===== src/rtl/dadj_pkg.sv =====
`timescale 1ns/1ps
package dadj_pkg;
  localparam int unsigned NIB_W = 4;
  localparam logic [NIB_W-1:0] NIB_MAX_DEC = 4'd9;
  localparam logic [NIB_W-1:0] NIB_FIX = 4'd6;

  function automatic logic digit_invalid(input logic [NIB_W-1:0] d);
    return d > NIB_MAX_DEC;
  endfunction
endpackage


===== src/rtl/dadj_digit_fix.sv =====
`timescale 1ns/1ps
module dadj_digit_fix
  import dadj_pkg::*;
#(
  parameter int unsigned W   = 8,
  parameter int unsigned IDX = 0
) (
  input  logic [W-1:0] val_i,
  input  logic         force_i,
  input  logic         cy_i,
  output logic [W-1:0] val_o,
  output logic         cy_o
);
  localparam int unsigned LSB = IDX * NIB_W;

  logic [NIB_W-1:0] digit;
  logic             fire;
  logic [W:0]       addend;
  logic [W:0]       sum;

  assign digit = val_i[LSB +: NIB_W];
  assign fire  = force_i | digit_invalid(digit);

  always_comb begin
    addend = '0;
    if (fire) addend[LSB +: NIB_W] = NIB_FIX;
  end

  // the addition spans the full word so a fix may ripple upward
  assign sum   = {1'b0, val_i} + addend;
  assign val_o = sum[W-1:0];
  // sticky: a carry out can only set the flag
  assign cy_o  = cy_i | sum[W];
endmodule


===== src/rtl/dadj_unit.sv =====
`timescale 1ns/1ps
module dadj_unit
  import dadj_pkg::*;
#(
  parameter int unsigned NDIG = 2
) (
  input  logic                  clk,
  input  logic                  rst,
  input  logic [NDIG*NIB_W-1:0] acc_i,
  input  logic                  cy_i,
  input  logic                  ac_i,
  output logic [NDIG*NIB_W-1:0] acc_o,
  output logic                  cy_o
);
  localparam int unsigned W = NDIG * NIB_W;

  logic [NDIG:0][W-1:0] val_chain;
  logic [NDIG:0]        cy_chain;

  assign val_chain[0] = acc_i;
  assign cy_chain[0]  = cy_i;

  for (genvar k = 0; k < NDIG; k++) begin : g_fix
    logic trig;
    if (k == 0) begin : g_low
      assign trig = ac_i;
    end else begin : g_up
      assign trig = cy_chain[k];
    end
    dadj_digit_fix #(.W(W), .IDX(k)) u_fix (
      .val_i   (val_chain[k]),
      .force_i (trig),
      .cy_i    (cy_chain[k]),
      .val_o   (val_chain[k+1]),
      .cy_o    (cy_chain[k+1])
    );
  end

  always_ff @(posedge clk) begin
    if (rst) begin
      acc_o <= '0;
      cy_o  <= 1'b0;
    end else begin
      acc_o <= val_chain[NDIG];
      cy_o  <= cy_chain[NDIG];
    end
  end

  // primed is high only when the previous edge was outside reset
  logic primed;
  always_ff @(posedge clk) begin
    if (rst) primed <= 1'b0;
    else     primed <= 1'b1;
  end

  function automatic logic net_fix_ok(input logic [W-1:0] d);
    logic ok;
    ok = 1'b1;
    for (int k = 0; k < NDIG; k++) begin
      if (d[k*NIB_W +: NIB_W] != '0 && d[k*NIB_W +: NIB_W] != NIB_FIX) ok = 1'b0;
    end
    return ok;
  endfunction


  low_pass_chk: assert property (@(posedge clk) disable iff (rst)
    (primed && !$past(ac_i) && !$past(cy_i) && ($past(acc_i[3:0]) <= NIB_MAX_DEC))
      |-> (acc_o[3:0] == $past(acc_i[3:0])));


  carry_keep_chk: assert property (@(posedge clk) disable iff (rst)
    (primed && $past(cy_i)) |-> cy_o);


  net_fix_chk: assert property (@(posedge clk) disable iff (rst)
    primed |-> net_fix_ok(acc_o - $past(acc_i)));


  reset_clear_chk: assert property (@(posedge clk)
    rst |=> (acc_o == '0 && !cy_o));
endmodule


===== config.mk =====
export PLATFORM = sky130hd
export DESIGN_NAME = dadj_unit
export DESIGN_NICKNAME = d
export VERILOG_FILES = /design/src/rtl/dadj_pkg.sv /design/src/rtl/dadj_digit_fix.sv /design/src/rtl/dadj_unit.sv
export SDC_FILE = /design/constraint.sdc
export NUM_CORES = 1
export LEC_CHECK = 0
export ABC_CLOCK_PERIOD_IN_PS = 4350
export BUFFER_PORTS_ARGS = -buffer_cell sky130_fd_sc_hd__buf_4
export CORE_AREA = 2 2 39 41
export CTS_CLUSTER_DIAMETER = 120
export CTS_CLUSTER_SIZE = 25
export DETAILED_ROUTE_END_ITERATION = 6
export DIE_AREA = 0 0 41 43
export PLACE_DENSITY = 0.66
export RECOVER_POWER = 100
export SKIP_CTS_REPAIR_TIMING = 1
export SLEW_MARGIN = 20
export SYNTH_ARGS = -nofsm -noshare
export SYNTH_HDL_FRONTEND = slang
export SYNTH_SLANG_ARGS = --single-unit

===== constraint.sdc =====
create_clock -name clk -period 4.35 [get_ports clk]
set_input_delay 0.87 -clock clk [delete_from_list [all_inputs] [get_ports clk]]
set_output_delay 0.87 -clock clk [all_outputs]
set_load 0.01 [all_outputs]

==> metrics.csv <==
stage,metric,value,unit
cells_and_area,final_nets,92,
floorplan,core,0.00138,sq mm
floorplan,die_x,41,microns
detailed_routing,drt_iter0_drc,2,
global_route,grt_pass1_wl,1480,microns
timing,maxSlewHeadroom,0.853,
power,vdd_drop_max,0.0792,mV
synth,synth_area_per_cell,10.1,sq um
critical_path,critical_path_depth,14,
synth,postSynthCellCount,50,
synth,synth_seq_area_share,0.358,
detailed_routing,vias,407,
timing,slew_viol_final,0,
clock_tree,cts_tree,done,
critical_path,worstSetupPathType,in2reg,
clock_tree,clkSlewWorstSetupHoldPaths,0.06,ns
detailed_routing,drc_errors,0,
floorplan,start_util,0.363,
power,p_seq_frac,0.443,
critical_path,required,4.54,ns
cells_and_area,final_common_cell,clkbuf_1,
global_route,grt_max_degree,10,
clock_tree,cts_made_buffers,3,
cells_and_area,n_antenna_cell,0,
cells_and_area,final_cell_mix,"clkbuf_1 (11), dfxtp_1 (9), buf_4 (9)",
synth,synth_fp_nets,68,
synth,synth_edf_count,0,
placed_design,placed_cell_area,669,sq um
timing,setup_viol,0,
synth,ys_warn_count,0,
power,pwr-share-clk,0.290,
power,p_comb_frac,0.267,
critical_path,cp_max_fo,4,
power,power_density,320,mW/mm^2
power,p_leak,0.000292,uW
critical_path,slowest_stage,xnor3_4,
cells_and_area,finalInstanceArea,658,sq um
floorplan,ios,21,
global_route,first_global_vias,369,
global_route,antenna_found_initial,0,
synth,synth_seq_cells,9,
synth,async_flop_share,0,
floorplan,die_h,43,microns
placed_design,dp_cells,85,
clock_tree,clockBufferDepth,2,
clock_tree,root_buffer,clkbuf_4,
floorplan,die_area,0.00176,sq mm
power,switching_share,0.263,
clock_tree,htree_levels,1,
run_status,outcome,"complete, no violations",
cells_and_area,fin_cells,89,
cells_and_area,areaGrowthSynthToFinish,30.8,%
detailed_routing,postRouteAntennaNets,0,
global_route,grt.total_usage,0.126,
floorplan,num_rows,14,
timing,rsz0062_at_grt,false,
placed_design,numPortBuffers,20,
critical_path,crit_path_end_kind,register,
power,intPower,155,uW
critical_path,critPathMaxStageDelay,0.43,ns
timing,finalCritPeriodShare,0.800,
detailed_routing,wl_per_cell,10.7,microns
detailed_routing,drt_first_pass_iters,3,
timing,worstMarginPinSlew,0.218,ns
placed_design,dp_hpwl,807,microns
synth,synthesis.area,503,sq um
critical_path,start_kind,input port,
global_route,grt_overflow_total,0,
critical_path,worstPathCellList,clkbuf_1 -> o21ai_0 -> nand2b_1 -> ha_1 -> fa_1 -> and4_1 -> nand2_2 -> or3_1 -> nand3b_1 -> ha_1 -> inv_1 -> fa_1 -> xnor3_4 -> nor2_1,
detailed_routing,finalWirelength,954,microns
critical_path,crit_buf_inv,2,
timing,final-hold-violation-count,0,
hold_path,whs_path_depth,2,
clock_tree,cts_num_sinks,9,
critical_path,crit_family,adder cells,
timing,period_needed,3.48,ns
critical_path,cp.arrival,3.68,ns
flow_run,max_cap_viol_count,0,
timing,finalSetupTns,0,ns
power,p_switching,55.4,uW
cells_and_area,drive_gt1_frac,0.219,
timing,holdWs,0.839,ns
synth,synth.distinct_cells,23,
cells_and_area,fin_util,0.476,
synth,ys.flop_type,dfxtp_1,
placed_design,gp_congestion,0.749,
hold_path,hold_class,in2reg,
timing,fmax,0.287,GHz
detailed_routing,viasPerCell,4.57,
[power groups by stage]
stage / logic [uW] / registers, uW / clock network [uW]
finish: 56.1 / 93.2 / 61.1
global route: 64.0 / 94.0 / 67.9
CTS: 64.4 / 93.5 / 65.1
detailed placement: 64.1 / 95.3 / 0
global placement: 62.2 / 95.2 / 0
floorplan: 30.1 / 100 / 0
[registers in the layout (all words and copies together) (netlist names)]
signal / count
cy_o: 1
acc_o: 8
[per-stage QoR]
stage	power (uW)	worst slack, ns
2_1_floorplan	130	0.985
3_3_place_gp	157	0.712
3_5_place_dp	159	0.612
4_1_cts	223	0.883
5_1_grt	226	0.600
6_report	211	0.869
[cell type report]
class / count / area [sq um]
clock buffers: 4 / 26.3
fillers: 151 / 726
inverters: 2 / 7.51
multi-input cells: 38 / 312
flip-flops and latches: 9 / 180
well taps: 16 / 20.0
repair buffers: 20 / 113
[synthesized netlist by cell type (2+ instances only)]
library cell  instances  area, sq um
inv_1                 2         7.51
nor2_1                5         18.8
a21oi_1               2         10.0
nand3b_1              2         15.0
dfxtp_1               9          180
fa_1                  2         40.0
o21ai_0               2         10.0
nor2b_1               4         25.0
xor2_1                2         17.5
xnor2_1               2         17.5
or3_1                 2         12.5
a31oi_1               2         12.5
ha_1                  4         50.1
[metal layers]
| layer | vias to the layer above | global-route usage | share of wire |
|---|---|---|---|
| met5 | - | 0 | 0 |
| met4 | 0 | 0.100 | 0 |
| met3 | 0 | 0.0157 | 0.082 |
| met2 | 13 | 0.206 | 0.50 |
| met1 | 175 | 0.134 | 0.41 |
| li1 | 219 | - | - |
[path summary, 6_finish.rpt]
check                 slack, ns      from                   to
worst min-delay path       0.84       rst  acc_o[6]$_SDFF_PP0_
worst max-delay path       0.87  acc_i[2]  acc_o[7]$_SDFF_PP0_
[cells by family after synthesis]
| logic type | synth area share |
|---|---|
| AND/OR/NAND/NOR | 0.239 |
| flip-flops | 0.358 |
| buffers and inverters | 0.0224 |
| adder cells (fa/ha/maj) | 0.179 |
| XOR/XNOR | 0.122 |
| AO/OA/AOI/OAI | 0.0796 |
Note: power is estimated with default switching activity, not from simulation.
